## src/rtl/mgpio_pkg.sv

```systemverilog
package mgpio_pkg;

    localparam int IDX_W = 8;

    // configuration word indices (byte offset = 0x400 + 4*index)
    localparam logic [IDX_W-1:0] IDX_DIR   = 8'd0;
    localparam logic [IDX_W-1:0] IDX_SENSE = 8'd1;
    localparam logic [IDX_W-1:0] IDX_BOTH  = 8'd2;
    localparam logic [IDX_W-1:0] IDX_POL   = 8'd3;
    localparam logic [IDX_W-1:0] IDX_MASK  = 8'd4;
    localparam logic [IDX_W-1:0] IDX_RAW   = 8'd5;
    localparam logic [IDX_W-1:0] IDX_MIS   = 8'd6;
    localparam logic [IDX_W-1:0] IDX_CLR   = 8'd7;
    localparam logic [IDX_W-1:0] IDX_AFSEL = 8'd8;
    localparam logic [IDX_W-1:0] IDX_ODR   = 8'd9;
    localparam logic [IDX_W-1:0] IDX_PU    = 8'd10;
    localparam logic [IDX_W-1:0] IDX_PD    = 8'd11;
    localparam logic [IDX_W-1:0] IDX_DEN   = 8'd12;

    localparam logic [1:0] BANK_DATA = 2'b00;
    localparam logic [1:0] BANK_CFG  = 2'b01;

    typedef enum logic {
        ST_IDLE,
        ST_RESP
    } bus_state_e;

endpackage

```

## src/rtl/mgpio_pin_irq.sv

```systemverilog
module mgpio_pin_irq (
    input  logic clk,
    input  logic rst_an,
    input  logic pad_in,
    input  logic den,
    input  logic sense,
    input  logic both,
    input  logic pol,
    input  logic clr,
    output logic pin_val,
    output logic raw
);
    logic sync1_q, sync2_q, prev_q, sticky_q;
    logic rise, fall, edge_hit, level_hit;

    always_ff @(posedge clk or negedge rst_an) begin
        if (!rst_an) begin
            sync1_q  <= 1'b0;
            sync2_q  <= 1'b0;
            prev_q   <= 1'b0;
            sticky_q <= 1'b0;
        end else begin
            sync1_q <= pad_in;
            sync2_q <= sync1_q;
            prev_q  <= pin_val;
            // a new event wins over a clear in the same cycle
            if (edge_hit && !sense)
                sticky_q <= 1'b1;
            else if (clr)
                sticky_q <= 1'b0;
        end
    end

    always_comb begin
        pin_val   = sync2_q & den;
        rise      = pin_val & ~prev_q;
        fall      = ~pin_val & prev_q;
        edge_hit  = both ? (rise | fall) : (pol ? rise : fall);
        level_hit = den & (pol ? sync2_q : ~sync2_q);
        raw       = sense ? level_hit : sticky_q;
    end

endmodule

```

## src/rtl/mgpio_regs.sv

```systemverilog
module mgpio_regs
    import mgpio_pkg::*;
#(
    parameter int N_PINS = 8,
    parameter logic [N_PINS-1:0] ALT_PINS = 8'h0F
) (
    input  logic                clk,
    input  logic                rst_an,
    input  logic                bus_sel,
    input  logic                bus_wr,
    input  logic [N_PINS+3:0]   bus_addr,
    input  logic [N_PINS-1:0]   bus_wdata,
    output logic [N_PINS-1:0]   bus_rdata,
    output logic                bus_rvalid,
    input  logic [N_PINS-1:0]   pin_val,
    input  logic [N_PINS-1:0]   raw_stat,
    output logic [N_PINS-1:0]   data_q,
    output logic [N_PINS-1:0]   dir_q,
    output logic [N_PINS-1:0]   sense_q,
    output logic [N_PINS-1:0]   both_q,
    output logic [N_PINS-1:0]   pol_q,
    output logic [N_PINS-1:0]   mask_q,
    output logic [N_PINS-1:0]   afsel_q,
    output logic [N_PINS-1:0]   odr_q,
    output logic [N_PINS-1:0]   pu_q,
    output logic [N_PINS-1:0]   pd_q,
    output logic [N_PINS-1:0]   den_q,
    output logic [N_PINS-1:0]   clr_pulse
);
    localparam int ADDR_W = N_PINS + 4;

    bus_state_e         state_q, state_d;
    logic [1:0]         bank;
    logic [N_PINS-1:0]  amask;
    logic [IDX_W-1:0]   cfg_idx;
    logic               data_hit, cfg_hit, rd_req, data_wr, cfg_wr;
    logic [N_PINS-1:0]  rd_val, rdata_q;

    always_comb begin
        bank     = bus_addr[ADDR_W-1:ADDR_W-2];
        amask    = bus_addr[N_PINS+1:2];
        cfg_idx  = IDX_W'(bus_addr[N_PINS+1:2]);
        data_hit = (bank == BANK_DATA);
        cfg_hit  = (bank == BANK_CFG) && (bus_addr[1:0] == 2'b00);
        rd_req   = bus_sel && !bus_wr;
        data_wr  = bus_sel && bus_wr && data_hit;
        cfg_wr   = bus_sel && bus_wr && cfg_hit;
        clr_pulse = (cfg_wr && cfg_idx == IDX_CLR) ? bus_wdata : '0;
    end

    // register file
    always_ff @(posedge clk or negedge rst_an) begin
        if (!rst_an) begin
            data_q  <= '0;
            dir_q   <= '0;
            sense_q <= '0;
            both_q  <= '0;
            pol_q   <= '0;
            mask_q  <= '0;
            odr_q   <= '0;
            pd_q    <= '0;
            afsel_q <= ALT_PINS;
            pu_q    <= ALT_PINS;
            den_q   <= ALT_PINS;
        end else begin
            if (data_wr)
                data_q <= (data_q & ~amask) | (bus_wdata & amask);
            if (cfg_wr) begin
                unique case (cfg_idx)
                    IDX_DIR:   dir_q   <= bus_wdata;
                    IDX_SENSE: sense_q <= bus_wdata;
                    IDX_BOTH:  both_q  <= bus_wdata;
                    IDX_POL:   pol_q   <= bus_wdata;
                    IDX_MASK:  mask_q  <= bus_wdata;
                    IDX_AFSEL: afsel_q <= bus_wdata;
                    IDX_ODR:   odr_q   <= bus_wdata;
                    IDX_PU:    pu_q    <= bus_wdata;
                    IDX_PD:    pd_q    <= bus_wdata;
                    IDX_DEN:   den_q   <= bus_wdata;
                    default:   ;
                endcase
            end
        end
    end

    // read value selection
    always_comb begin
        rd_val = '0;
        if (data_hit) begin
            rd_val = ((dir_q & data_q) | (~dir_q & pin_val)) & amask;
        end else if (cfg_hit) begin
            unique case (cfg_idx)
                IDX_DIR:   rd_val = dir_q;
                IDX_SENSE: rd_val = sense_q;
                IDX_BOTH:  rd_val = both_q;
                IDX_POL:   rd_val = pol_q;
                IDX_MASK:  rd_val = mask_q;
                IDX_RAW:   rd_val = raw_stat;
                IDX_MIS:   rd_val = raw_stat & mask_q;
                IDX_AFSEL: rd_val = afsel_q;
                IDX_ODR:   rd_val = odr_q;
                IDX_PU:    rd_val = pu_q;
                IDX_PD:    rd_val = pd_q;
                IDX_DEN:   rd_val = den_q;
                default:   rd_val = '0;
            endcase
        end
    end

    // bus response state machine: state register
    always_ff @(posedge clk or negedge rst_an) begin
        if (!rst_an) begin
            state_q <= ST_IDLE;
            rdata_q <= '0;
        end else begin
            state_q <= state_d;
            if (rd_req)
                rdata_q <= rd_val;
        end
    end

    // next state
    always_comb begin
        unique case (state_q)
            ST_IDLE: state_d = rd_req ? ST_RESP : ST_IDLE;
            ST_RESP: state_d = rd_req ? ST_RESP : ST_IDLE;
            default: state_d = ST_IDLE;
        endcase
    end

    // outputs
    always_comb begin
        bus_rvalid = (state_q == ST_RESP);
        bus_rdata  = rdata_q;
    end

endmodule

```

## src/rtl/mgpio_pad_mux.sv

```systemverilog
module mgpio_pad_mux #(
    parameter int N_PINS = 8
) (
    input  logic [N_PINS-1:0] afsel,
    input  logic [N_PINS-1:0] odr,
    input  logic [N_PINS-1:0] dir,
    input  logic [N_PINS-1:0] data,
    input  logic [N_PINS-1:0] alt_out,
    input  logic [N_PINS-1:0] alt_oe,
    output logic [N_PINS-1:0] pad_out,
    output logic [N_PINS-1:0] pad_oe
);
    for (genvar p = 0; p < N_PINS; p++) begin : g_bit
        always_comb begin
            if (afsel[p]) begin
                pad_out[p] = alt_out[p];
                pad_oe[p]  = alt_oe[p];
            end else if (odr[p]) begin
                pad_out[p] = 1'b0;
                pad_oe[p]  = dir[p] & ~data[p];
            end else begin
                pad_out[p] = data[p];
                pad_oe[p]  = dir[p];
            end
        end
    end

endmodule

```

## src/rtl/mgpio_port.sv

```systemverilog
module mgpio_port #(
    parameter int N_PINS = 8,
    parameter logic [N_PINS-1:0] ALT_PINS = 8'h0F
) (
    input  logic              clk,
    input  logic              por_n,
    input  logic              rst_n,
    input  logic              bus_sel,
    input  logic              bus_wr,
    input  logic [N_PINS+3:0] bus_addr,
    input  logic [N_PINS-1:0] bus_wdata,
    output logic [N_PINS-1:0] bus_rdata,
    output logic              bus_rvalid,
    input  logic [N_PINS-1:0] pad_in,
    output logic [N_PINS-1:0] pad_out,
    output logic [N_PINS-1:0] pad_oe,
    output logic [N_PINS-1:0] pad_pu,
    output logic [N_PINS-1:0] pad_pd,
    output logic [N_PINS-1:0] pad_ie,
    input  logic [N_PINS-1:0] alt_out,
    input  logic [N_PINS-1:0] alt_oe,
    output logic              irq
);
    logic              rst_an;
    logic [N_PINS-1:0] data_q, dir_q, sense_q, both_q, pol_q, mask_q;
    logic [N_PINS-1:0] afsel_q, odr_q, pu_q, pd_q, den_q;
    logic [N_PINS-1:0] clr_pulse, pin_val, raw_stat;

    assign rst_an = por_n & rst_n;

    mgpio_regs #(.N_PINS(N_PINS), .ALT_PINS(ALT_PINS)) u_regs (
        .clk(clk), .rst_an(rst_an),
        .bus_sel(bus_sel), .bus_wr(bus_wr), .bus_addr(bus_addr),
        .bus_wdata(bus_wdata), .bus_rdata(bus_rdata), .bus_rvalid(bus_rvalid),
        .pin_val(pin_val), .raw_stat(raw_stat),
        .data_q(data_q), .dir_q(dir_q), .sense_q(sense_q), .both_q(both_q),
        .pol_q(pol_q), .mask_q(mask_q), .afsel_q(afsel_q), .odr_q(odr_q),
        .pu_q(pu_q), .pd_q(pd_q), .den_q(den_q), .clr_pulse(clr_pulse)
    );

    for (genvar p = 0; p < N_PINS; p++) begin : g_pin
        mgpio_pin_irq u_pin (
            .clk(clk), .rst_an(rst_an), .pad_in(pad_in[p]),
            .den(den_q[p]), .sense(sense_q[p]), .both(both_q[p]),
            .pol(pol_q[p]), .clr(clr_pulse[p]),
            .pin_val(pin_val[p]), .raw(raw_stat[p])
        );
    end

    mgpio_pad_mux #(.N_PINS(N_PINS)) u_mux (
        .afsel(afsel_q), .odr(odr_q), .dir(dir_q), .data(data_q),
        .alt_out(alt_out), .alt_oe(alt_oe),
        .pad_out(pad_out), .pad_oe(pad_oe)
    );

    assign pad_pu = pu_q;
    assign pad_pd = pd_q;
    assign pad_ie = den_q;
    assign irq    = |(raw_stat & mask_q);

endmodule

```

## config.mk

```make
export PLATFORM = sky130hd
export DESIGN_NAME = mgpio_port
export DESIGN_NICKNAME = d
export VERILOG_FILES = /design/src/rtl/mgpio_pkg.sv /design/src/rtl/mgpio_pin_irq.sv /design/src/rtl/mgpio_regs.sv /design/src/rtl/mgpio_pad_mux.sv /design/src/rtl/mgpio_port.sv
export SDC_FILE = /design/constraint.sdc
export NUM_CORES = 1
export LEC_CHECK = 0
export BUFFER_PORTS_ARGS = -buffer_cell sky130_fd_sc_hd__buf_2
export CORE_AREA = 3 3 114 116
export DETAILED_ROUTE_END_ITERATION = 7
export DIE_AREA = 0 0 117 119
export GPL_TIMING_DRIVEN = 0
export MAX_ROUTING_LAYER = met4
export PLACE_DENSITY = 0.85
export SLEW_MARGIN = 0
export SYNTH_ARGS = -nofsm -noshare
export SYNTH_HDL_FRONTEND = slang
export SYNTH_SLANG_ARGS = --single-unit
```

## constraint.sdc

```tcl
create_clock -name clk -period 8.1 [get_ports clk]
set_input_delay 0.405 -clock clk [delete_from_list [all_inputs] [get_ports clk]]
set_output_delay 0.405 -clock clk [all_outputs]
set_load 0.02 [all_outputs]
```

Word-level counts from Yosys, hierarchy flattened
Cells that the tools add are included.
{"block": "totals", "ram_bits": 0, "inputBits": 49, "wordCells": 279, "latchBits": 0, "register_bits": 129, "mem_count": 0, "mem_bits_ro": 0}
{"block": "classes", "magnitude_cmp": 0, "n_shift": 0, "add_sub_neg": 0, "n_mux": 85, "n_eq_ne": 13, "n_div": 0, "mul": 0, "bitwise_logic": 91, "reduce_logical": 45}
{"operator": "one-hot mux 8 bit (12 select lines)", "n": 1}
{"operator": "two-way mux 1 bit", "n": 81}
{"operator": "AND 8 bit", "n": 6}
{"operator": "AND 1 bit", "n": 41}
{"operator": "== test 8 x 4 -> 1 bit, second input constant", "n": 5}
{"operator": "== test 8 x 3 -> 1 bit, second input constant", "n": 4}
{"operator": "NOT 1 bit", "n": 32}
{"operator": "two-way mux 8 bit", "n": 3}
{"operator": "AND reduction 2 bit", "n": 10}
{"operator": "== test 8 x 2 -> 1 bit, second input constant", "n": 2}
{"operator": "NOT 8 bit", "n": 2}
{"operator": "bitwise OR 8 bit", "n": 2}
{"operator": "nonzero test 2 bit", "n": 8}
{"operator": "logical AND 1 bit", "n": 14}
{"operator": "logical NOT 1 bit", "n": 9}
{"operator": "== test 8 x 1 -> 1 bit, second input constant", "n": 1}
{"operator": "logical NOT 8 bit", "n": 1}
{"operator": "bitwise OR 1 bit", "n": 8}
{"operator": "OR reduction 8 bit", "n": 1}
{"operator": "logical NOT 2 bit", "n": 2}
{"operator": "== test 2 x 1 -> 1 bit, second input constant", "n": 1}

Logic depth before layout (Yosys ltp)
Gate-level depths: netlist of the first run.
{"block": "logic_depth", "ltp_word": 8, "depth_mapped": 7}

By module
A second synthesis of the first run with hierarchy kept.
{"block": "unflattened", "cells_unflattened": 595, "area_unflattened_um2": 6797.8}
{"module": "mgpio_regs", "cells_each": 405, "instances": 1, "area_each_um2": 4973.5}
{"module": "mgpio_pin_irq", "cells_each": 17, "instances": 8, "area_each_um2": 185.2}
{"module": "mgpio_pad_mux", "cells_each": 48, "instances": 1, "area_each_um2": 300.3}
{"module": "mgpio_port", "cells_each": 6, "instances": 1, "area_each_um2": 42.5}

Worst setup path before layout of the first run
No wires, ideal clock.
{"block": "synth_path", "path_type": "input -> register", "startpoint": "in bus_addr[4]", "endpoint": "reg u_regs.pu_q[7]", "arrival_ps": 1891, "path_buffers": 1, "setup_time_ps": 125, "setup_slack_ps": 6084, "t_required_ps": 7975, "path_stages": 5, "path_cell_list": "clkbuf_1 nor4b_1 nand2_2 nor4_4 mux2_2"}
{"block": "synth_between", "elab_chain_cells": 2}
{"element": "start, declared", "line": "mgpio_port.sv:10", "rtl": "input logic [N_PINS+3:0] bus_addr,"}
{"element": "== test 8 x 4 -> 1 bit", "line": "mgpio_regs.sv:69", "rtl": "unique case (cfg_idx)"}
{"element": "AND reduction 2 bit (no line)"}
{"element": "end signal, assigned", "line": "mgpio_regs.sv:77", "rtl": "IDX_PU: pu_q <= bus_wdata;"}
{"element": "end, declared", "line": "mgpio_regs.sv:25", "rtl": "output logic [N_PINS-1:0] pu_q,"}
Every way passes these cells.
A chain may end at the register's enable or synchronous reset.

Worst setup path after layout of the first run
{"block": "layout_path", "startpoint": "in bus_addr[6]", "endpoint": "reg u_regs.pu_q[4]"}
Same word-level chain as after synthesis.

==> impl_results.md, run 1 <==
* Full die area at 0.0139 mm^2
* Number of placement rows at 40
* DR iter-0 viols at between 700 and 800
* Antenna violations before repair at 0
* Pleak at 3.82 nW
* I/O pins at 99
* Wire length of the first global-routing pass at 30700 um
* Worst setup EP type: flip-flop
* Final TNS setup at 0 ns
* Largest vdd supply drop at 0.000146 V
* Final-stage net count at approximately 800
* Number of synthesized flops with an enable pin at 0
* Result of the run: completed
* Area growth, synth to finish at 18.2%
* Setup CP Type: in -> reg
* Initial DRT Pass Iterations at 7
* Synthesized flop and latch total at 129
* Die span in x at 117 um
* Cells after DPL at 860
* Worst max-slew margin expressed relative to the limit at 29.1%
* Leftover overflow at the end of global routing at 0
* Measured slew at the worst slew-check pin at 1.06 ns
* Maximum root-to-sink buffer count at 2
* Final clock period utilization by the worst path at a little under a third
* Worst clock skew on the final layout at 0.00436 ns
* Final setup violating endpoints at 0
* Clock buffer count from CTS at 17
* List of most frequent post-synthesis cells: 117 x sky130_fd_sc_hd__dfrtp_1, 103 x sky130_fd_sc_hd__mux2_2, 94 x sky130_fd_sc_hd__nand2_1
* Most repeated cell in the gate-level netlist after synthesis: sky130_fd_sc_hd__dfrtp_1
* RSZ-0062 raised after global routing: false
* Number of cells produced by synthesis at 617
* Nature of the critical path startpoint: primary input
* Final-report max-slew violation count at 0
* Number of gates resized after cts at 0
* Number of buffers inserted by hold repair at cts at 0
* Count of buffers from port buffering at between 90 and 100
* Via count of the first global-routing pass at 5636
* Initial Util at 56.9%
* Post-CTS Setup Repair Bufs at 0
* Total GRT Usage at 30.1%
* Ys Warns at 0
* Detailed-route vias per instance at 6.27
* Clk slew on worst S/H paths at 0.05 ns
* Synth cell types at 59
* Routed Wire Length at 19500 um
* Weighted congestion reported at the end of routability-driven placement at 0.949
* Hpwl dp at 13200 um
* Areal power density over the cells at 190 mW/mm^2
* Most common flop cell mapped by yosys: sky130_fd_sc_hd__dfrtp_1
* Number of vias in the routed layout at 5593
* Core Area at between 0.01 and 0.015 mm^2
* Critical-path maximum fanout at 10
* Number of hold violations in the final report at 0
* Required time reported for the critical path endpoint at 8.41 ns
* Final standard cell count with taps included and fillers excluded at 892
* CTS sink count at 129
* Antenna cell count at 0
* Net count of the mapped netlist at 682
* Worst endpoint data arrival time at 2.82 ns
* Tightest Hold Check Type: in -> reg
* Mean cell area of the mapped netlist at 11.1 um^2
* Root Buffer Master: sky130_fd_sc_hd__clkbuf_16
* Max frequency at 0.399 GHz
* Sequential fraction of the synthesis area at 47.4%
* Vertical die dimension at 119 um
* Synthesized cell area at between 0.006 and 0.007 mm^2
* Remaining design rule violation count at 0
* Skew-Pair Late Insertion Delay at 0.43 ns
* Number of routed nets with antenna violations at 0
* Synth async-reset ratio at 100%
* Minimum clock period at 2.51 ns
* CTS H-tree depth at 4
* Fraction of final layout cells with drive strength greater than 1 at 37.3%
* WL per Instance at around 22 um
* Largest area contributor in the synthesized netlist: sky130_fd_sc_hd__dfrtp_1
* Largest cells by area after synthesis: sky130_fd_sc_hd__dfrtp_1 43%, sky130_fd_sc_hd__mux2_2 17%, sky130_fd_sc_hd__nand2_1 5.2%
* Clock tree from TritonCTS: built
* Max_cap viols at 0
* Area share of the largest cell type after synthesis at 42.8%
* Maximum number of pins on one net before global-route repair at 70
area by class of cell:
type | instances | area (um^2)
inverters | 20 | 75.1
plain buffers | 36 | 180
clock buffers | 27 | 533
repair buffers | 96 | 503
well taps | 147 | 184
fillers | 879 | 3920
flip-flops and latches | 129 | 3240
clock inverters | 5 | 25.0
multi-input cells | 432 | 3340
final timing paths:
| kind | from | end | slack [ns] | depth (start not counted) |
|---|---|---|---|---|
| min in group asynchronous | rst_n | g_pin[4].u_pin.sync1_q$_DFF_PN0_ | 0.24 | 2 |
| min reg2reg | g_pin[0].u_pin.sync1_q$_DFF_PN0_ | g_pin[0].u_pin.sync2_q$_DFF_PN0_ | 0.35 | 0 |
| max reg2reg | u_regs.pol_q[2]$_DFFE_PN0P_ | u_regs.bus_rdata[2]$_DFFE_PN0P_ | 6.39 | 5 |
| min | pad_in[3] | g_pin[3].u_pin.sync1_q$_DFF_PN0_ | 0.08 | 1 |
| max in group asynchronous | por_n | u_regs.afsel_q[3]$_DFFE_PN1P_ | 7.00 | 3 |
| max | bus_addr[6] | u_regs.pu_q[4]$_DFFE_PN0P_ | 5.59 | 5 |
registers in the layout, indices dropped and copies added (netlist names), named ones only:
register and flops:
u_regs.pd_q 8, u_regs.bus_rvalid 1, g_pin.u_pin.sync2_q 8, u_regs.bus_rdata 8, u_regs.pu_q 8, u_regs.afsel_q 8, u_regs.sense_q 8, g_pin.u_pin.sync1_q 8
g_pin.u_pin.sticky_q 8, u_regs.mask_q 8, u_regs.pol_q 8, g_pin.u_pin.prev_q 8, u_regs.den_q 8, u_regs.both_q 8, u_regs.dir_q 8, u_regs.odr_q 8
kinds of logic (layout without fill, tap and decap cells):
kind of cell               after synthesis  count (layout)  synth area share, %
AOI/OAI and AO/OA                      116             116                 11.3
adders and majority gates               17              17                 3.07
xor gates and xnor gates                 8               8                 1.02
and+or+nand+nor                        178             178                 14.1
buffers and inverters                   56             184                 3.73
DFF                                    129             129                 47.4
muxes                                  113             113                 19.3
metrics by stage:
stage / util (%) / total power, mW / hold slack, ns / area (um^2) / setup slack, ns
floorplan: - / 0.768 / 0.331 / 6840 / 3.61
global placement: 62.4 / 0.820 / 0.333 / 7500 / 2.09
detailed placement: 62.7 / 0.826 / 0.335 / 7530 / 5.26
CTS: 67.3 / 1.54 / 0.0782 / 8090 / 5.70
global route: 67.3 / 1.58 / 0.0758 / 8090 / 5.60
finish: 67.3 / 1.53 / 0.0814 / 8090 / 5.59
worst max-delay path, stage by stage:
cell                      delay, ns
sky130_fd_sc_hd__buf_2         0.15
sky130_fd_sc_hd__nor2_1        0.54
sky130_fd_sc_hd__nand2_2       0.40
sky130_fd_sc_hd__nor4_4        0.89
sky130_fd_sc_hd__mux2_2        0.42
metal layers:
| metal | vias up | global-route usage (%) | share of wire (%) |
|---|---|---|---|
| met5 | - | - | 0 |
| met4 | 0 | 15.9 | 5.1 |
| met3 | 82 | 7.88 | 8.9 |
| met2 | 335 | 43.3 | 46 |
| met1 | 2718 | 39.0 | 40 |
| li1 | 2458 | - | - |
where the power goes:
| part | total [mW] | leakage [nW] | internal [mW] | switching (mW) |
|---|---|---|---|---|
| combinational | 0.137 | 1.87 | 0.0465 | 0.0903 |
| clock | 0.717 | 0.283 | 0.445 | 0.272 |
| sequential | 0.680 | 1.67 | 0.664 | 0.0164 |
layout by cell type (no fill, tap or decap), drive strengths merged, types with 3 or more instances in the layout:
cell | Yosys | final
a211oi | 3 | 3
a21oi | 7 | 7
a22oi | 7 | 7
a31o | 3 | 3
a31oi | 13 | 13
buf | 20 | 116
clkbuf | 16 | 43
clkinv | 1 | 6
dfrtp | 117 | 117
dfstp | 12 | 12
ha | 16 | 16
inv | 19 | 19
mux2 | 103 | 103
mux2i | 5 | 5
mux4 | 5 | 5
nand2 | 98 | 98
nand2b | 16 | 16
nand3 | 13 | 13
nand3b | 3 | 3
nand4 | 7 | 7
nor2 | 17 | 17
nor2b | 6 | 6
nor3 | 5 | 5
nor4 | 3 | 3
o2111ai | 6 | 6
o211ai | 4 | 4
o21ai | 41 | 41
o221ai | 3 | 3
o22ai | 6 | 6
o2bb2ai | 12 | 12
xnor2 | 4 | 4
xor2 | 4 | 4
No activity file was read; power rests on OpenSTA's default activity.
==> run 2, diff against run 1 <==
- ABC_AREA: not set -> 1
- CORE_AREA: 3 3 114 116 -> 3 3 113 115
- DIE_AREA: 0 0 117 119 -> 0 0 116 118
- PLACE_DENSITY: 0.85 -> 0.86
- clock period: 8.1 -> 2.5 ns (I/O delays scaled with it)
==> run 2 against run 1 <==
  * The flow now finishes with violations (hold timing)
  * Synthesized cell count is 40% higher
  * Die area shrank 1.7%
  * Total power increased to 3.3 times the previous value
  * Clock skew up 0.0043 ns
  * Worst setup slack lost 5.2 ns
  * Via count is 19% higher
  * Routed wire length is 3.7% higher
  * Flip-flop and latch count stayed put
  * Critical path depth grew 4
  * Count of clock-buffer cells in the layout fell by 6
  * Combinational power increased to 2.9 times the previous value
==> impl_results.md, run 2 <==
* Final clock period utilization by the worst path at 83.9%
* Number of hold violations in the final report at 1 (was 0)
* Via count of the first global-routing pass at 6457 (was 5636)
* CTS sink count at 129 (unchanged)
* Comb power frac at 8.1% (was 8.9%)
* Number of vias in the routed layout at 6640 (was 5593)
* Worst endpoint data arrival time at 1.97 ns (was 2.82 ns)
* RSZ-0062 raised after global routing: false (unchanged)
* Synthesized flop and latch total at 129 (unchanged)
* Areal power density over the cells at 611 mW/mm^2 (was 190 mW/mm^2)
* Largest area contributor in the synthesized netlist: sky130_fd_sc_hd__dfrtp_1 (unchanged)
* Critical-path maximum fanout at 4 (was 10)
* Worst setup EP type: output pin (was flip-flop)
* Synth cell types at 33 (was 59)
* Area share of the largest cell type after synthesis at 43.6% (was 42.8%)
* Worst max-slew margin expressed relative to the limit at 39.6% (was 29.1%)
* Antenna cell count at 0 (unchanged)
* I/O pins at 99 (unchanged)
* Largest vdd supply drop at 0.000593 V (was 0.000146 V)
* Root Buffer Master: sky130_fd_sc_hd__clkbuf_16 (unchanged)
* Multi-input combinational cell area at 0.00295 mm^2 (was 0.00334 mm^2)
* Area of all placed cells without fillers at 0.00818 mm^2 (was 0.00809 mm^2)
* Routed Wire Length at 20200 um (was 19500 um)
* Met1 layer usage reported by global route at 40.4% (was 39.0%)
* Switching portion of total power at 25.7% (was 24.7%)
* Full die area at 0.0137 mm^2 (was 0.0139 mm^2)
* Fraction of final layout cells with drive strength greater than 1 at 18.4% (was 37.3%)
* Total GRT Usage at 31.5% (was 30.1%)
* Final-report max-slew violation count at 0 (unchanged)
* Ys Warns at 0 (unchanged)
* Synthesized cell area at 0.00672 mm^2 (was 0.00684 mm^2)
* Measured slew at the worst slew-check pin at 0.903 ns (was 1.06 ns)
* Area growth, synth to finish at 21.7% (was 18.2%)
* Commonest non-fill, non-tap cell in the layout: sky130_fd_sc_hd__nand2_1 (was sky130_fd_sc_hd__dfrtp_1)
* Remaining design rule violation count at 0 (unchanged)
* Clock tree from TritonCTS: built (unchanged)
* Maximum root-to-sink buffer count at 2 (unchanged)
* Net switching power figure at 1.28 mW (was 0.379 mW)
* Hpwl dp at 14400 um (was 13200 um)
* Pleak at 3.99 nW (was 3.82 nW)
* Clk slew on worst S/H paths at 0.06 ns (was 0.05 ns)
* Core Area at 0.0119 mm^2 (was 0.0120 mm^2)
* Design internal power at 3.71 mW (was 1.16 mW)
* Initial Util at 56.4% (was 56.9%)
* Result of the run: finished, violations left (was completed)
* Final-stage net count at 1063 (was 797)
* Number of synthesized flops with an enable pin at 0 (unchanged)
* Nature of the critical path startpoint: flip-flop (was primary input)
* Worst hold margin at -0.00980 ns (was 0.0814 ns)
* Wire length of the first global-routing pass at 32500 um (was 30700 um)
* Skew-Pair Late Insertion Delay at 0.42 ns (was 0.43 ns)
* Tightest Hold Check Type: in -> reg (unchanged)
* Grt peak-use layer: met2 (unchanged)
* Total power consumption of the routed design at 4.99 mW (was 1.53 mW)
* Sequential share of power at 43.9% (was 44.3%)
* Clock buffer count from CTS at 17 (unchanged)
* Antenna violations before repair at 1 (was 0)
* Most common flop cell mapped by yosys: sky130_fd_sc_hd__dfrtp_1 (unchanged)
* Count of buffers from port buffering at 98 (was 95)
* Sequential fraction of the synthesis area at 48.3% (was 47.4%)
* Minimum clock period at 2.10 ns
* Global routing usage on met2 at 49.7% (was 43.3%)
* Max_cap viols at 0 (unchanged)
* List of most frequent post-synthesis cells: 268 x sky130_fd_sc_hd__nand2_1, 132 x sky130_fd_sc_hd__o21ai_0, 117 x sky130_fd_sc_hd__dfrtp_1 (was 117 x sky130_fd_sc_hd__dfrtp_1, 103 x sky130_fd_sc_hd__mux2_2, 94 x sky130_fd_sc_hd__nand2_1)
* Final standard cell count with taps included and fillers excluded at 1158 (was 892)
* Setup CP Type: reg -> out (was in -> reg)
* Worst clock skew on the final layout at 0.00862 ns (was 0.00436 ns)
* Largest cells by area after synthesis: sky130_fd_sc_hd__dfrtp_1 44%, sky130_fd_sc_hd__nand2_1 15%, sky130_fd_sc_hd__o21ai_0 9.8% (was sky130_fd_sc_hd__dfrtp_1 43%, sky130_fd_sc_hd__mux2_2 17%, sky130_fd_sc_hd__nand2_1 5.2%)
* Placed cell area at 0.00746 mm^2 (was 0.00753 mm^2)
* Cells after DPL at 1111 (was 860)
* CTS H-tree depth at 4 (unchanged)
* Final setup violating endpoints at 0 (unchanged)
* Die span in x at 116 um (was 117 um)
* Weighted congestion reported at the end of routability-driven placement at 0.955 (was 0.949)
* Mean cell area of the mapped netlist at 7.79 um^2 (was 11.1 um^2)
* Maximum number of pins on one net before global-route repair at 40 (was 70)
* Required time reported for the critical path endpoint at 2.38 ns (was 8.41 ns)
* Commonest cells after routing, fill and taps aside: 268 x sky130_fd_sc_hd__nand2_1, 132 x sky130_fd_sc_hd__o21ai_0, 117 x sky130_fd_sc_hd__dfrtp_1, 100 x sky130_fd_sc_hd__buf_2, 83 x sky130_fd_sc_hd__inv_1 (was 117 x sky130_fd_sc_hd__dfrtp_1, 103 x sky130_fd_sc_hd__mux2_2, 101 x sky130_fd_sc_hd__buf_2, 94 x sky130_fd_sc_hd__nand2_1, 41 x sky130_fd_sc_hd__o21ai_0)
* Detailed-route vias per instance at 5.73 (was 6.27)
* GR Util met3 at 5.60% (was 7.88%)
* WL per Instance at 17.5 um (was 21.9 um)
* Vertical die dimension at 118 um (was 119 um)
* Number of cells produced by synthesis at 863 (was 617)
* Leftover overflow at the end of global routing at 0 (unchanged)
* Most repeated cell in the gate-level netlist after synthesis: sky130_fd_sc_hd__nand2_1 (was sky130_fd_sc_hd__dfrtp_1)
* Clock network fraction of design power at 48.0% (was 46.7%)
* Violations in the final reports: hold timing
* Initial DRT Pass Iterations at 6 (was 7)
* DR iter-0 viols at 862 (was 745)
* Number of routed nets with antenna violations at 0 (unchanged)
* Number of placement rows at 40 (unchanged)
* Net count of the mapped netlist at 928 (was 682)
* Max frequency at 0.477 GHz
* Register Area at 0.00324 mm^2 (unchanged)
* # fillers at 967 (was 879)
* Synth async-reset ratio at 100% (unchanged)
* Post-CTS Setup Repair Bufs at 0 (unchanged)
[run 2: stage by stage]
stage	setup WS (ns)	TNS (ns)	util (%)
2_1_floorplan	0.683	0	-
3_3_place_gp	-0.0585	-5.62	62.1
3_5_place_dp	0.341	0	62.6
4_1_cts	0.388	0	68.7
5_1_grt	0.243	0	68.7
6_report	0.401	0	68.7
[run 2: worst max-delay path: stages (launching register included)]
cell                       delay [ns]
sky130_fd_sc_hd__dfrtp_1         0.41
sky130_fd_sc_hd__inv_1           0.11
sky130_fd_sc_hd__nand2_1         0.08
sky130_fd_sc_hd__nand3_1         0.08
sky130_fd_sc_hd__nand2_1         0.10
sky130_fd_sc_hd__nand2_1         0.08
sky130_fd_sc_hd__nand2_1         0.05
sky130_fd_sc_hd__a221oi_1        0.29
sky130_fd_sc_hd__nand2_1         0.16
sky130_fd_sc_hd__buf_2           0.19
[run 2: layout make-up]
type                            instances  area share [%]
Clock inverter                         11            1.33
Clock buffer                           21            5.63
Sequential cell                       129            39.7
Inverter                               86            3.99
Tap cell                              147            2.25
Multi-Input combinational cell        615            36.0
Buffer                                 33            2.56
Timing Repair Buffer                  116            8.57
[run 2: kinds of logic (layout without fill, tap and decap cells)]
group                      Yosys count  after routing  synth area share [%]
adders and majority gates           16             16                  2.98
and+or+nand+nor                    412            412                  26.0
buffers and inverters              119            267                  7.91
DFF                                129            129                  48.3
AOI/OAI and AO/OA                  187            187                  14.9
[run 2: path summary, 6_finish.rpt]
| check | from | end | slack, ns | cells past startpoint |
|---|---|---|---|---|
| worst max-delay path | u_regs.pol_q[3]$_DFFE_PN0P_ | irq | 0.40 | 9 |
| worst min-delay path | bus_wdata[3] | u_regs.den_q[3]$_DFFE_PN1P_ | -0.01 | 3 |
| worst max register to register | u_regs.den_q[1]$_DFFE_PN1P_ | u_regs.bus_rdata[1]$_DFFE_PN0P_ | 1.07 | 10 |
| worst min register to register | g_pin[5].u_pin.sync1_q$_DFF_PN0_ | g_pin[5].u_pin.sync2_q$_DFF_PN0_ | 0.35 | 0 |
| max in group asynchronous | rst_n | u_regs.afsel_q[1]$_DFFE_PN1P_ | 0.64 | 7 |
| min in group asynchronous | por_n | u_regs.den_q[5]$_DFFE_PN0P_ | 0.43 | 4 |
[run 2: repair_timing]
action,4_1_cts,5_1_grt
gates resized for setup,0,0
endpoints found under the setup margin,0,0
hold buffers,15,0
hold endpoints to repair,42,0
[run 2: power by group through the flow]
stage | combinational (mW) | sequential, mW | clock (mW)
final | 0.404 | 2.19 | 2.40
after global routing | 0.448 | 2.20 | 2.50
after CTS | 0.403 | 2.19 | 2.39
after detailed placement | 0.383 | 2.23 | 0
after global placement | 0.364 | 2.22 | 0
after floorplan | 0.207 | 2.24 | 0
[run 2: layer usage]
metal	vias to the layer above	part of all wire, %	wire length (um)
li1	3086	-	-
met1	3160	40	8050
met2	341	49	9940
met3	53	8.0	1620
met4	0	3.2	641
met5	-	0	0
==> run 3, diff against run 2 <==
- CORE_AREA: 3 3 113 115 -> 3 3 118 120
- DIE_AREA: 0 0 116 118 -> 0 0 121 123
- PLACE_DENSITY: 0.86 -> 0.83
- clock period: 2.5 -> 1.9 ns (I/O delays scaled with it)
==> run 3 against run 2 <==
  * The flow now finishes without violations
  * Clock skew down 0.0013 ns
  * Combinational power up 37%
  * Clock power rose by 44%
  * Total power grew 38%
  * Worst setup slack got worse by 0.39 ns
  * Hold slack improved by 0.029 ns
  * Sequential power grew 32%
==> impl_results.md, run 3 (synthesized netlist as in run 2, its figures left out) <==
* Pleak at 4.17 nW (was 3.99 nW)
* Hpwl dp at 14700 um (was 14400 um)
* Worst endpoint data arrival time at 1.80 ns (was 1.97 ns)
* Final-report max-slew violation count at 0 (unchanged)
* Clock tree from TritonCTS: built (unchanged)
* Via count of the first global-routing pass at 6472 (was 6457)
* Maximum root-to-sink buffer count at 2 (unchanged)
* Max frequency at 0.528 GHz
* Vertical die dimension at 123 um (was 118 um)
* Tightest Hold Check Type: in -> reg (unchanged)
* Met3 wire length at 1510 um (was 1620 um)
* Clock buffer count from CTS at 17 (unchanged)
* Area of all placed cells without fillers at 0.00856 mm^2 (was 0.00818 mm^2)
* Worst setup margin at 0.00748 ns (was 0.401 ns)
* Measured slew at the worst slew-check pin at 0.952 ns (was 0.903 ns)
* Total power consumption of the routed design at 6.89 mW (was 4.99 mW)
* Nature of the critical path startpoint: flip-flop (unchanged)
* Commonest non-fill, non-tap cell in the layout: sky130_fd_sc_hd__nand2_1 (unchanged)
* Cells after DPL at 1140 (was 1111)
* CTS H-tree depth at 4 (unchanged)
* Routed length on met2 at 10100 um (was 9940 um)
* Largest incremental delay on the critical path at 0.40 ns (was 0.41 ns)
* Number of vias in the routed layout at 6806 (was 6640)
* Worst setup EP type: output pin (unchanged)
* Remaining design rule violation count at 0 (unchanged)
* Setup CP Type: reg -> out (unchanged)
* Worst setup slack for register-to-register paths at 0.40 ns (was 1.07 ns)
* Worst clock skew on the final layout at 0.00735 ns (was 0.00862 ns)
* Max stage delay cell, worst path: sky130_fd_sc_hd__dfrtp_1 (unchanged)
* Clk slew on worst S/H paths at 0.06 ns (about the same)
* Top routing layer in use: met4 (unchanged)
* Worst max-slew margin expressed relative to the limit at 36.3% (was 39.6%)
* Die span in x at 121 um (was 116 um)
* Final setup violating endpoints at 0 (unchanged)
* Maximum number of pins on one net before global-route repair at 44 (was 40)
* Root Buffer Master: sky130_fd_sc_hd__clkbuf_16 (unchanged)
* Final standard cell count with taps included and fillers excluded at 1212 (was 1158)
* Routed met1 length at 8410 um (was 8050 um)
* Weighted congestion reported at the end of routability-driven placement at 0.945 (was 0.955)
* Full die area at 0.0149 mm^2 (was 0.0137 mm^2)
* Antenna cell count at 0 (unchanged)
* WL per Instance at 17.2 um (was 17.5 um)
* Initial Util at 51.4% (was 56.4%)
* Critical-path maximum fanout at 3 (was 4)
* Series of cell instances along the critical path: inv_2 -> nand2_1 -> nand3_1 -> nand2_2 -> nand2_1 -> nand2_1 -> a221oi_4 -> nand2_2 -> buf_6 (was inv_1 -> nand2_1 -> nand3_1 -> nand2_1 -> nand2_1 -> nand2_1 -> a221oi_1 -> nand2_1 -> buf_2)
* Required time reported for the critical path endpoint at 1.80 ns (was 2.38 ns)
* Crit-path leading delay family: simple AND/OR/NAND/NOR gates (unchanged)
* Skew-Pair Late Insertion Delay at 0.43 ns (was 0.42 ns)
* Result of the run: completed (was finished, violations left)
* I/O pins at 99 (unchanged)
* Placed cell area at 0.00749 mm^2 (was 0.00746 mm^2)
* Number of placement rows at 42 (was 40)
* Worst reg2reg path startpoint: u_regs.den_q[3]$_DFFE_PN1P_ (was u_regs.den_q[1]$_DFFE_PN1P_)
* Antenna violations before repair at 0 (was 1)
* Total GRT Usage at 29.5% (was 31.5%)
* Number of hold violations in the final report at 0 (was 1)
* CTS sink count at 129 (unchanged)
* Commonest cells after routing, fill and taps aside: 256 x sky130_fd_sc_hd__nand2_1, 132 x sky130_fd_sc_hd__o21ai_0, 115 x sky130_fd_sc_hd__dfrtp_1, 99 x sky130_fd_sc_hd__buf_2, 77 x sky130_fd_sc_hd__inv_1 (was 268 x sky130_fd_sc_hd__nand2_1, 132 x sky130_fd_sc_hd__o21ai_0, 117 x sky130_fd_sc_hd__dfrtp_1, 100 x sky130_fd_sc_hd__buf_2, 83 x sky130_fd_sc_hd__inv_1)
* Buffers plus inverters on the worst setup path at 2 (unchanged)
* RSZ-0062 raised after global routing: true (was false)
* Core Area at 0.0131 mm^2 (was 0.0119 mm^2)
* Final clock period utilization by the worst path at 99.6%
* Largest vdd supply drop at 0.000633 V (was 0.000593 V)
* Cell occurring most often along the worst timing path: sky130_fd_sc_hd__nand2_1 (unchanged)
* Leftover overflow at the end of global routing at 0 (unchanged)
* Area growth, synth to finish at 27.4% (was 21.7%)
* Final-stage net count at 1088 (was 1063)
* Number of routed nets with antenna violations at 0 (unchanged)
* Max_cap viols at 0 (unchanged)
* Routed Wire Length at 20800 um (was 20200 um)
* Count of buffers from port buffering at 98 (unchanged)
* Cells on Worst Hold Path at 3 (unchanged)
* Place WS at -0.268 ns (was 0.341 ns)
* Initial DRT Pass Iterations at 5 (was 6)
* # fillers at 1125 (was 967)
* Wire length of the first global-routing pass at 32700 um (was 32500 um)
* Worst Hold Launch: bus_addr[2] (was bus_wdata[3])
* Worst reg2reg endpoint: u_regs.bus_rdata[3]$_DFFE_PN0P_ (was u_regs.bus_rdata[1]$_DFFE_PN0P_)
* Worst-case reg-to-reg path depth at 11 (was 10)
* Fraction of final layout cells with drive strength greater than 1 at 22.0% (was 18.4%)
* Minimum clock period at approximately 1.9 ns
* Areal power density over the cells at 805 mW/mm^2 (was 611 mW/mm^2)
* DR iter-0 viols at 612 (was 862)
* Detailed-route vias per instance at 5.62 (was 5.73)
==> run 3: what timing repair did <==
item	4_1_cts	5_1_grt
pin swaps	3	11
resized for setup	14	14
hold buffers	22	0
setup buffers	10	8
endpoints found under the setup margin	1	2
endpoints found under the hold margin	38	0
==> run 3: stage by stage <==
step / setup TNS, ns / hold slack [ns] / utilization (%)
2_1_floorplan: 0 / 0.126 / -
3_3_place_gp: -75.12 / 0.203 / 56.8
3_5_place_dp: -1.86 / 0.201 / 57.3
4_1_cts: 0 / 0.00878 / 64.5
5_1_grt: -0.0585 / 0.0555 / 65.4
6_report: 0 / 0.0187 / 65.4
==> run 3: power by group <==
group	internal (mW)	switching [mW]
sequential	2.83	0.0583
clock	2.25	1.20
combinational	0.196	0.359
total	5.27	1.62
==> run 3: area by class of cell <==
class / instances / area, um^2 / share of cell area [%]
clock buffers: 21 / 460 / 5.38
repair buffers: 141 / 925 / 10.8
well taps: 176 / 220 / 2.57
flip-flops and latches: 129 / 3250 / 37.9
multi-input cells: 615 / 3010 / 35.2
inverters: 86 / 327 / 3.81
clock inverters: 11 / 160 / 1.87
plain buffers: 33 / 209 / 2.44
==> run 3: how the worst max path moves through the flow <==
stage / cells after the start / slack [ns] / startpoint / end
floorplan: 2 / 0.11 / por_n / async pin
global placement: 3 / -0.64 / por_n / u_regs.odr_q[1]$_DFFE_PN0P_
detailed placement: 9 / -0.27 / bus_addr[6] / g_pin[3].u_pin.sticky_q$_DFFE_PN0P_
CTS: 9 / 0.0002 / u_regs.pol_q[6]$_DFFE_PN0P_ / irq
global route: 9 / -0.06 / g_pin[3].u_pin.sync2_q$_DFF_PN0_ / irq
finish: 9 / 0.007 / u_regs.pol_q[3]$_DFFE_PN0P_ / irq
==> run 3: metal layers <==
metal,global-route usage [%],up-vias
met2,47.0,346
li1,-,3135
met4,14.9,0
met5,-,-
met3,4.99,64
met1,36.6,3261
==> run 3: worst reg2reg max path, stage by stage (launching register included) <==
cell and delay (ns):
sky130_fd_sc_hd__dfstp_2 0.57, sky130_fd_sc_hd__nand2_1 0.06, sky130_fd_sc_hd__inv_1 0.05, sky130_fd_sc_hd__nand3_1 0.09, sky130_fd_sc_hd__nand2_2 0.11, sky130_fd_sc_hd__buf_4 0.11
sky130_fd_sc_hd__nand3_1 0.06, sky130_fd_sc_hd__nand2_1 0.08, sky130_fd_sc_hd__nor2_1 0.04, sky130_fd_sc_hd__nand3_1 0.06, sky130_fd_sc_hd__nand2_1 0.05, sky130_fd_sc_hd__a21oi_1 0.12
